$ cat config.mk
export PLATFORM = sky130hd
export DESIGN_NAME = sd_cmd_path
export DESIGN_NICKNAME = d
export VERILOG_FILES = /design/src/rtl/sdc_pkg.sv /design/src/rtl/sdc_crc7.sv /design/src/rtl/sdc_engine.sv /design/src/rtl/sd_cmd_path.sv
export SDC_FILE = /design/constraint.sdc
export NUM_CORES = 1
export LEC_CHECK = 0
export BUFFER_PORTS_ARGS = -buffer_cell sky130_fd_sc_hd__buf_4
export CAP_MARGIN = 20
export CORE_MARGIN = 2
export CORE_UTILIZATION = 52
export CTS_BUF_LIST = sky130_fd_sc_hd__clkbuf_16
export CTS_CLUSTER_DIAMETER = 80
export DETAILED_ROUTE_END_ITERATION = 6
export PLACE_DENSITY = 0.76
export SYNTH_ARGS = -nofsm -noshare
export SYNTH_HDL_FRONTEND = slang
export SYNTH_SLANG_ARGS = --single-unit
$ cat constraint.sdc
create_clock -name clk -period 4.67 [get_ports clk]
set_input_delay 1.401 -clock clk [delete_from_list [all_inputs] [get_ports clk]]
set_output_delay 1.401 -clock clk [all_outputs]
set_load 0.01 [all_outputs]
$ cat src/rtl/sdc_pkg.sv
package sdc_pkg;
  typedef enum logic [2:0] {
    S_IDLE, S_TX, S_WAIT, S_RX, S_BCHK, S_BUSY
  } sdc_state_t;

  localparam int ST_CCRC  = 0;
  localparam int ST_CTMO  = 2;
  localparam int ST_DTMO  = 3;
  localparam int ST_REND  = 6;
  localparam int ST_SENT  = 7;
  localparam int ST_ACT   = 13;
  localparam int ST_BUSY  = 20;
  localparam int ST_BEND  = 21;

  localparam logic [31:0] CLR_MASK = 32'h1FE0_0FFF;
  localparam logic [31:0] CMD_MASK = 32'h0000_13FF;

  localparam logic [3:0] A_ARG  = 4'd0;
  localparam logic [3:0] A_CMD  = 4'd1;
  localparam logic [3:0] A_RSP0 = 4'd2;
  localparam logic [3:0] A_RSP1 = 4'd3;
  localparam logic [3:0] A_RSP2 = 4'd4;
  localparam logic [3:0] A_RSP3 = 4'd5;
  localparam logic [3:0] A_DTIM = 4'd6;
  localparam logic [3:0] A_STAT = 4'd7;
  localparam logic [3:0] A_CLR  = 4'd8;
endpackage

$ cat src/rtl/sdc_crc7.sv
module sdc_crc7 (
  input  logic       clk,
  input  logic       rst,
  input  logic       clr,
  input  logic       en,
  input  logic       din,
  output logic [6:0] crc
);
  logic fb;
  assign fb = din ^ crc[6];

  always_ff @(posedge clk) begin
    if (rst || clr) crc <= '0;
    else if (en)    crc <= {crc[5:0], 1'b0} ^ (fb ? 7'h09 : 7'h00);
  end
endmodule

$ cat src/rtl/sdc_engine.sv
module sdc_engine #(
  parameter int DT_W  = 32,
  parameter int TO_CK = 64
) (
  input  logic            clk,
  input  logic            rst,
  input  logic            ck_en,
  input  logic            start,
  input  logic            abort,
  input  logic [5:0]      idx,
  input  logic [31:0]     arg,
  input  logic [1:0]      rtype,
  input  logic [DT_W-1:0] dtimer,
  input  logic            cmd_in,
  input  logic            dat0_in,
  output logic            cmd_out,
  output logic            cmd_oe,
  output logic            active,
  output logic            busy,
  output logic            ev_sent,
  output logic            ev_rend,
  output logic            ev_ccrc,
  output logic            ev_ctmo,
  output logic            ev_dtmo,
  output logic            ev_bend,
  output logic            resp_vld,
  output logic            resp_long,
  output logic [127:0]    resp_bits
);
  import sdc_pkg::*;

  localparam int WC_W = $clog2(TO_CK);
  localparam logic [WC_W-1:0] WC_LAST = WC_W'(TO_CK - 1);

  sdc_state_t      state_q;
  logic [39:0]     tx_sr;
  logic [126:0]    rx_sr;
  logic [7:0]      cnt_q;
  logic [WC_W-1:0] wcnt_q;
  logic [DT_W-1:0] bcnt_q;
  logic [1:0]      rtype_q;
  logic [6:0]      crc_q;
  logic            crc_clr, crc_en, crc_din;
  logic            long_r, chk_crc;
  logic [7:0]      rx_lo, rx_hi, rx_last;

  assign long_r  = (rtype_q == 2'b11);
  assign chk_crc = rtype_q[0];
  assign rx_lo   = long_r ? 8'd8   : 8'd1;
  assign rx_hi   = long_r ? 8'd127 : 8'd39;
  assign rx_last = long_r ? 8'd135 : 8'd47;
  assign active  = (state_q != S_IDLE);

  assign crc_clr = start || (ck_en && state_q == S_WAIT && !cmd_in);
  assign crc_en  = ck_en && !start && !abort &&
                   ((state_q == S_TX && cnt_q < 8'd40) ||
                    (state_q == S_RX && cnt_q >= rx_lo && cnt_q <= rx_hi));
  assign crc_din = (state_q == S_TX) ? tx_sr[39] : cmd_in;

  sdc_crc7 u_crc (
    .clk(clk), .rst(rst), .clr(crc_clr), .en(crc_en), .din(crc_din), .crc(crc_q)
  );

  always_ff @(posedge clk) begin
    if (rst) begin
      state_q   <= S_IDLE;
      tx_sr     <= '0;
      rx_sr     <= '0;
      cnt_q     <= '0;
      wcnt_q    <= '0;
      bcnt_q    <= '0;
      rtype_q   <= '0;
      cmd_out   <= 1'b1;
      cmd_oe    <= 1'b0;
      busy      <= 1'b0;
      ev_sent   <= 1'b0;
      ev_rend   <= 1'b0;
      ev_ccrc   <= 1'b0;
      ev_ctmo   <= 1'b0;
      ev_dtmo   <= 1'b0;
      ev_bend   <= 1'b0;
      resp_vld  <= 1'b0;
      resp_long <= 1'b0;
      resp_bits <= '0;
    end else begin
      ev_sent  <= 1'b0;
      ev_rend  <= 1'b0;
      ev_ccrc  <= 1'b0;
      ev_ctmo  <= 1'b0;
      ev_dtmo  <= 1'b0;
      ev_bend  <= 1'b0;
      resp_vld <= 1'b0;
      if (abort) begin
        state_q <= S_IDLE;
        cmd_oe  <= 1'b0;
        cmd_out <= 1'b1;
        busy    <= 1'b0;
      end else if (start) begin
        state_q <= S_TX;
        cnt_q   <= '0;
        tx_sr   <= {2'b01, idx, arg};
        rtype_q <= rtype;
        cmd_oe  <= 1'b0;
        cmd_out <= 1'b1;
        busy    <= 1'b0;
      end else if (ck_en) begin
        case (state_q)
          S_TX: begin
            if (cnt_q == 8'd48) begin
              cmd_oe  <= 1'b0;
              cmd_out <= 1'b1;
              if (rtype_q == 2'b00) begin
                ev_sent <= 1'b1;
                state_q <= S_IDLE;
              end else begin
                wcnt_q  <= '0;
                state_q <= S_WAIT;
              end
            end else begin
              cmd_oe <= 1'b1;
              cnt_q  <= cnt_q + 8'd1;
              if (cnt_q < 8'd40) begin
                cmd_out <= tx_sr[39];
                tx_sr   <= {tx_sr[38:0], 1'b0};
              end else if (cnt_q == 8'd40) begin
                cmd_out <= crc_q[6];
                tx_sr   <= {crc_q[5:0], 34'b0};
              end else if (cnt_q < 8'd47) begin
                cmd_out <= tx_sr[39];
                tx_sr   <= {tx_sr[38:0], 1'b0};
              end else begin
                cmd_out <= 1'b1;
              end
            end
          end
          S_WAIT: begin
            if (!cmd_in) begin
              rx_sr   <= '0;
              cnt_q   <= 8'd1;
              state_q <= S_RX;
            end else if (wcnt_q == WC_LAST) begin
              ev_ctmo <= 1'b1;
              state_q <= S_IDLE;
            end else begin
              wcnt_q <= wcnt_q + 1'b1;
            end
          end
          S_RX: begin
            rx_sr <= {rx_sr[125:0], cmd_in};
            cnt_q <= cnt_q + 8'd1;
            if (cnt_q == rx_last) begin
              if (chk_crc && crc_q != rx_sr[6:0]) begin
                ev_ccrc <= 1'b1;
                state_q <= S_IDLE;
              end else begin
                ev_rend   <= 1'b1;
                resp_vld  <= 1'b1;
                resp_long <= long_r;
                resp_bits <= long_r ? {rx_sr, 1'b0} : {96'b0, rx_sr[38:7]};
                state_q   <= S_BCHK;
              end
            end
          end
          S_BCHK: begin
            if (dat0_in) begin
              state_q <= S_IDLE;
            end else begin
              busy    <= 1'b1;
              bcnt_q  <= '0;
              state_q <= S_BUSY;
            end
          end
          S_BUSY: begin
            if (dat0_in) begin
              busy    <= 1'b0;
              ev_bend <= 1'b1;
              state_q <= S_IDLE;
            end else if (({1'b0, bcnt_q} + (DT_W+1)'(1)) >= {1'b0, dtimer}) begin
              busy    <= 1'b0;
              ev_dtmo <= 1'b1;
              state_q <= S_IDLE;
            end else begin
              bcnt_q <= bcnt_q + 1'b1;
            end
          end
          default: state_q <= S_IDLE;
        endcase
      end
    end
  end

  AST_OE_IN_TX: assert property (@(posedge clk) disable iff (rst)
    cmd_oe |-> state_q == S_TX);
  AST_SENT_NO_RESP: assert property (@(posedge clk) disable iff (rst)
    ev_sent |-> rtype_q == 2'b00);
  AST_ONE_OUTCOME: assert property (@(posedge clk) disable iff (rst)
    $onehot0({ev_sent, ev_rend, ev_ccrc, ev_ctmo}));
  AST_BUSY_AFTER_RESP: assert property (@(posedge clk) disable iff (rst)
    $rose(busy) |-> $past(state_q) == S_BCHK);
  AST_ABORT_IDLE: assert property (@(posedge clk) disable iff (rst)
    abort |=> !active && !cmd_oe);
endmodule

$ cat src/rtl/sd_cmd_path.sv
module sd_cmd_path #(
  parameter int DT_W  = 32,
  parameter int TO_CK = 64
) (
  input  logic        clk,
  input  logic        rst,
  input  logic        ck_en,
  input  logic        wr_en,
  input  logic [3:0]  wr_addr,
  input  logic [31:0] wr_data,
  input  logic [3:0]  rd_addr,
  output logic [31:0] rd_data,
  input  logic        cmd_in,
  output logic        cmd_out,
  output logic        cmd_oe,
  input  logic        dat0_in
);
  import sdc_pkg::*;

  logic [31:0]     arg_q, cmd_q, sta_q;
  logic [31:0]     rsp_q [4];
  logic [DT_W-1:0] dtim_q;
  logic            start, abort, active, busy;
  logic            ev_sent, ev_rend, ev_ccrc, ev_ctmo, ev_dtmo, ev_bend;
  logic            resp_vld, resp_long;
  logic [127:0]    resp_bits;
  logic [31:0]     set_vec, clr_vec, sta_view;

  assign start = wr_en && wr_addr == A_CMD &&  wr_data[12];
  assign abort = wr_en && wr_addr == A_CMD && !wr_data[12];

  sdc_engine #(.DT_W(DT_W), .TO_CK(TO_CK)) u_eng (
    .clk(clk), .rst(rst), .ck_en(ck_en), .start(start), .abort(abort),
    .idx(wr_data[5:0]), .arg(arg_q), .rtype(wr_data[9:8]), .dtimer(dtim_q),
    .cmd_in(cmd_in), .dat0_in(dat0_in), .cmd_out(cmd_out), .cmd_oe(cmd_oe),
    .active(active), .busy(busy), .ev_sent(ev_sent), .ev_rend(ev_rend),
    .ev_ccrc(ev_ccrc), .ev_ctmo(ev_ctmo), .ev_dtmo(ev_dtmo), .ev_bend(ev_bend),
    .resp_vld(resp_vld), .resp_long(resp_long), .resp_bits(resp_bits)
  );

  always_comb begin
    set_vec          = '0;
    set_vec[ST_CCRC] = ev_ccrc;
    set_vec[ST_CTMO] = ev_ctmo;
    set_vec[ST_DTMO] = ev_dtmo;
    set_vec[ST_REND] = ev_rend;
    set_vec[ST_SENT] = ev_sent;
    set_vec[ST_BEND] = ev_bend;
    clr_vec  = (wr_en && wr_addr == A_CLR) ? (wr_data & CLR_MASK) : 32'b0;
    sta_view = sta_q;
    sta_view[ST_ACT]  = active;
    sta_view[ST_BUSY] = busy;
  end

  always_ff @(posedge clk) begin
    if (rst) begin
      arg_q   <= '0;
      cmd_q   <= '0;
      dtim_q  <= '0;
      sta_q   <= '0;
      rd_data <= '0;
      for (int i = 0; i < 4; i++) rsp_q[i] <= '0;
    end else begin
      sta_q <= (sta_q & ~clr_vec) | set_vec;
      if (wr_en && wr_addr == A_ARG)  arg_q  <= wr_data;
      if (wr_en && wr_addr == A_CMD)  cmd_q  <= wr_data & CMD_MASK;
      if (wr_en && wr_addr == A_DTIM) dtim_q <= wr_data[DT_W-1:0];
      if (resp_vld) begin
        rsp_q[0] <= resp_long ? resp_bits[127:96] : resp_bits[31:0];
        if (resp_long) begin
          rsp_q[1] <= resp_bits[95:64];
          rsp_q[2] <= resp_bits[63:32];
          rsp_q[3] <= resp_bits[31:0];
        end
      end
      case (rd_addr)
        A_ARG:   rd_data <= arg_q;
        A_CMD:   rd_data <= cmd_q;
        A_RSP0:  rd_data <= rsp_q[0];
        A_RSP1:  rd_data <= rsp_q[1];
        A_RSP2:  rd_data <= rsp_q[2];
        A_RSP3:  rd_data <= rsp_q[3];
        A_DTIM:  rd_data <= 32'(dtim_q);
        A_STAT:  rd_data <= sta_view;
        default: rd_data <= '0;
      endcase
    end
  end

  AST_W1C_REND: assert property (@(posedge clk) disable iff (rst)
    (wr_en && wr_addr == A_CLR && wr_data[ST_REND] && !ev_rend) |=> !sta_q[ST_REND]);
  AST_STICKY_SENT: assert property (@(posedge clk) disable iff (rst)
    (sta_q[ST_SENT] && !(wr_en && wr_addr == A_CLR)) |=> sta_q[ST_SENT]);
  AST_BEND_AFTER_BUSY: assert property (@(posedge clk) disable iff (rst)
    $rose(sta_q[ST_BEND]) |-> $past(busy, 2));
endmodule

# Word-level counts from Yosys, hierarchy flattened
# Memories as Yosys holds them, arrays and structs flattened.
# Cells that the tools add are included.
# totals
word_cells	217
regBits	502
input_bits	46
ramBits	128
memories	1
# mem_list
memory	depth	width	read_ports	rd_clocked_by_memory_dff	write_ports	line	text
rsp_q	4	32	4	0	4	sd_cmd_path.sv:21	logic [31:0] rsp_q [4];
# op_classes
bitwise_logic	20
magnitude_cmp	5
addsub	4
mux	72
eq_ne	39
reduce_logical	51
# op_table
cell	count
2-to-1 mux 40 bit	7
2-to-1 mux 32 bit	8
case mux 32 bit (8 select lines)	1
case mux 127 bit (2 select lines)	1
2-to-1 mux 128 bit	1
2-to-1 mux 127 bit	1
case mux 32 bit (2 select lines)	1
2-to-1 mux 8 bit	5
adder 32 x 1 -> 33 bit, second input constant	1
greater-or-equal comparator 33 x 32 -> 1 bit	1
adder 32 x 1 -> 32 bit, second input constant	1
bitwise AND 32 bit	1
NOT 29 -> 32 bit	1
bitwise OR 32 x 22 -> 32 bit	1
2-to-1 mux 29 bit	1
2-to-1 mux 1 bit	26
AND reduction 5 bit	5
2-to-1 mux 3 bit	8
2-to-1 mux 6 bit	4
case mux 8 bit (3 select lines)	1
OR reduction 6 bit	4
equality test 4 x 3 -> 1 bit, second input constant	5
!= test 2 bit, second input constant	9
equality test 8 x 6 -> 1 bit, second input constant	2
other kinds (46)	95

# Depth between registers and ports, before layout
# logic_depth
word_depth	8
mapped_depth	18
mapped_depth_nobuf	15

# By module
# From an unflattened synthesis, not the netlist that was laid out.
# unflattened
cells_unflattened	2846
area_unflattened_um2	26978.4
# by_module_without_submodules
mod	n_inst	area_per_inst_um2	cells_each
sdc_engine	1	15119.5	1753
sd_cmd_path	1	11582.4	1065
sdc_crc7	1	276.5	28

# Worst setup path before layout
# OpenSTA, ideal clock, no wires.
# synth_timing
kind	input-to-reg
startpoint	in rst
endpoint	mem rsp_q[1][0] (enable)
setup_slack_ns	-0.020
required_time_ns	3.771
cell_stages	5
arrival_ns	3.790
setup_ns	0.899
path_cell_list	clkbuf_1 -> inv_1 -> clkbuf_1 -> clkbuf_1 -> nand2_1
# synth_lines
element	line	text
start, declared	sd_cmd_path.sv:6	input logic rst,
end, declared	sd_cmd_path.sv:21	

# Final worst setup path
# layout_timing
startpoint	reg u_eng.bcnt_q[1]
endpoint	reg u_eng.bcnt_q[1]
# layout_via
elab_chain_cells	4
# layout_rtl
element	line	text
start, declared	sdc_engine.sv:40	logic [DT_W-1:0] bcnt_q;
start signal, assigned	sdc_engine.sv:183	bcnt_q <= bcnt_q + 1'b1;
adder 32 x 1 -> 33 bit / adder 32 x 1 -> 32 bit (equally long branches)	sdc_engine.sv:178, sdc_engine.sv:183	
greater-or-equal comparator 33 x 32 -> 1 bit / 2-to-1 mux 32 bit (equally long branches)	sdc_engine.sv:178	end else if (({1'b0, bcnt_q} + (DT_W+1)'(1)) >= {1'b0, dtimer}) begin
!= test 2 bit (no line) / 2-to-1 mux 32 bit (equally long branches)	n/a	
AND reduction 7 bit (no line) / case mux 32 bit (2 select lines) (equally long branches)	n/a	
# Several ways; a longest one is shown, not always the timed one. The select of a mux whose other input is x is not followed.
# A chain may end at the register's enable or synchronous reset.

==> qor.yml <==
global_routing:
  track_usage_pct: 29.6
  grt_remaining_overflow: 0
  grt_max_degree: 128
  antenna_found_initial: 2
  grt_pass1_wl_um: 118000
  grt_pass1_vias: 20700
yosys:
  yosysMostFrequentCell: "dfxtp_1"
  synth.top_cells.by_count: "dfxtp_1, nand2_1, nor2_1"
  synth_ff_type: "dfxtp_1"
  syn_nets: 2885
  netlist_instances: 2799
  avgSynthCellArea_um2: 9.15
  yosys.area.top_type_share_pct: 38.3
  ys_top_cells_by_area: "dfxtp_1, edfxtp_1, nand2_1, a22oi_1, a21oi_1"
  yosysSeqAreaShare_pct: 53.3
  synth_edf_count: 128
  ys_warn_count: 0
  synth_top_area_cell: "dfxtp_1"
  ys_types: 80
  yosys_register_bits: 618
  synth.cell_area_um2: 25600
  synth-async-reset-ratio_pct: 0
clock_tree:
  clkTransAtPathRegs_ns: 0.06
  cts_tree: "done"
  clk_latency_ns: 0.60
  clkSinkCount: 618
  clockBufferDepth: 3
  cts_setup_buffers: 0
  cts_buffers: 66
  cts_max_level: 3
  root_buffer: "clkbuf_16"
floorplanning:
  core-area_um2: 48700
  dieHeight_um: 226
  start_util_pct: 52.6
  die_w_um: 226
  ioPinCount: 80
  die-area_um2: 51100
  rows: 81
setup_path:
  cp-start-kind: "flip-flop"
  cp_max_fo: 17
  crit_type: "flip-flop to flip-flop"
  cp.arrival_ns: 4.89
  cp.required_ns: 5.17
  crit_path_end_kind: "flip-flop"
  r2r_start: "u_eng.bcnt_q[1]"
  startpoint: "u_eng.bcnt_q[1]"
sta:
  tns_ns: 0
  post-route-period-util_pct: 94.1
  clock_skew_ns: 0.0211
  worst_pin_slew_ns: 1.13
  finalHoldViolCount: 0
  layout_min_cycle_time_ns: 4.40
  rsz0062_at_grt: "false"
  setup_viol: 0
  fmax_mhz: 227
  slew_viol_final: 0
  max_slew_margin_pct: 24.6
finish:
  stdcell_count: 3514
  nFillCells: 4060
  area.growth.synth_to_final_pct: 13.7
  stdcell_area_um2: 29100
  antenna_cells: 0
  final_util_pct: 59.7
  drive_gt1_share_pct: 10.4
  fin_nets: 2884
placement:
  portBuffers: 79
  gp_congestion: 0.924
  place_inst: 3394
  placed_area_um2: 27000
  dpl.hpwl_um: 50400
detailed_routing:
  wl_per_cell_um: 21.6
  routed_wl_um: 75900
  drc_errors: 1
  first_iter_violations: 2859
  drt_first_pass_iters: 7
  final_antenna_net_count: 0
  vias: 21800
  vias_per_cell: 6.21
hold_path:
  hp-class: "flip-flop to flip-flop"
  min_from: "sta_q[4]"
pwr:
  p_per_area_nw_per_um2: 383
  ir_worst_vdd_uv: 246
  leakagePower_nw: 9.81
run_status:
  violations: "design-rule violations"
  status: "finished, violations left"
job:
  drv_cap: 0
-- kinds of logic (layout without fill, tap and decap cells) --
logic type / count (synthesis) / in the layout / synth area share, %
compound gates: 662 / 662 / 17.3
xor+xnor: 39 / 39 / 1.33
fa+ha+maj: 40 / 40 / 1.95
buf+inv: 277 / 328 / 4.27
flops: 618 / 618 / 53.3
mux: 61 / 61 / 2.40
simple gates: 1102 / 1102 / 19.5
-- flip-flops by register name, summed over array words and instances (netlist names), 2 cells and up --
name	cells
u_eng.rx_sr	127
arg_q	32
u_eng.rtype_q	2
u_eng.resp_bits	128
u_eng.bcnt_q	32
sta_q	20
u_eng.wcnt_q	6
cmd_q	11
rd_data	32
u_eng.state_q	3
u_eng.u_crc.crc	7
rsp_q	128
u_eng.cnt_q	8
u_eng.tx_sr	40
dtim_q	32
-- power breakdown --
group	internal [mW]	leakage (nW)	switching [mW]	total, mW
logic	0.141	3.57	0.321	0.462
registers	5.52	5.16	0.0516	5.58
clock network	2.94	1.08	2.19	5.12
-- metal layers --
metal  vias up  track usage [%]  routed length, µm
met2      1096             46.0              34400
li1       9989                -                  -
met1     10600             40.7              32000
met4         0             12.7               2800
met5         -                0                  0
met3       175             5.17               6690
-- worst paths after layout --
path              depth (start not counted)  slack (ns)               to
setup reg to reg                         16        0.27  u_eng.bcnt_q[1]
hold reg to reg                           2        0.43         sta_q[4]
hold / removal                            2        0.43         sta_q[4]
setup / recovery                         16        0.27  u_eng.bcnt_q[1]
-- area by class of cell --
type | instances | area, µm² | area share [%]
repair buffers | 159 | 1380 | 4.73
inverters | 49 | 184 | 0.632
clock inverters | 52 | 402 | 1.38
clock buffers | 68 | 1700 | 5.84
well taps | 664 | 831 | 2.85
flip-flops and latches | 618 | 13700 | 46.9
multi-input cells | 1904 | 11000 | 37.7
-- worst max-delay path, cell delays in order, from the launching register on --
cell	delay (ns)
dfxtp_1	0.37
ha_1	0.19
nand4_1	0.13
or4b_1	0.65
buf_4	0.23
nor2_1	0.23
nand4_1	0.15
xnor2_1	0.25
ha_1	0.29
nand2_1	0.10
nor4_2	0.06
and4_1	0.22
or3_1	0.38
a2111o_1	0.45
buf_12	0.18
and4_1	0.19
a41o_1	0.20
-- placed cells by master, fill, tap and decap left out, drive strengths merged, types with 69 or more instances in the layout --
| cell type | instances |
|---|---|
| a21oi | 236 |
| a22oi | 213 |
| and2 | 101 |
| buf | 159 |
| dfxtp | 490 |
| edfxtp | 128 |
| inv | 69 |
| nand2 | 434 |
| nand3 | 154 |
| nor2 | 287 |
-- through the flow --
stage	worst slack (ns)	total power, mW	hold slack (ns)
finish	0.274	11.2	0.434
CTS	0.235	11.2	0.434
detailed placement	0.263	6.14	0.424
global placement	0.312	6.13	0.420
global route	0.00109	11.5	0.451
floorplan	0.521	5.93	0.412
-- repair_timing --
item | 4_1_cts | 5_1_grt
endpoints found under the setup margin | 0 | 10
gates resized for setup | 0 | 3
hold buffers | 0 | 0
Power figures use the tool's default switching activity.
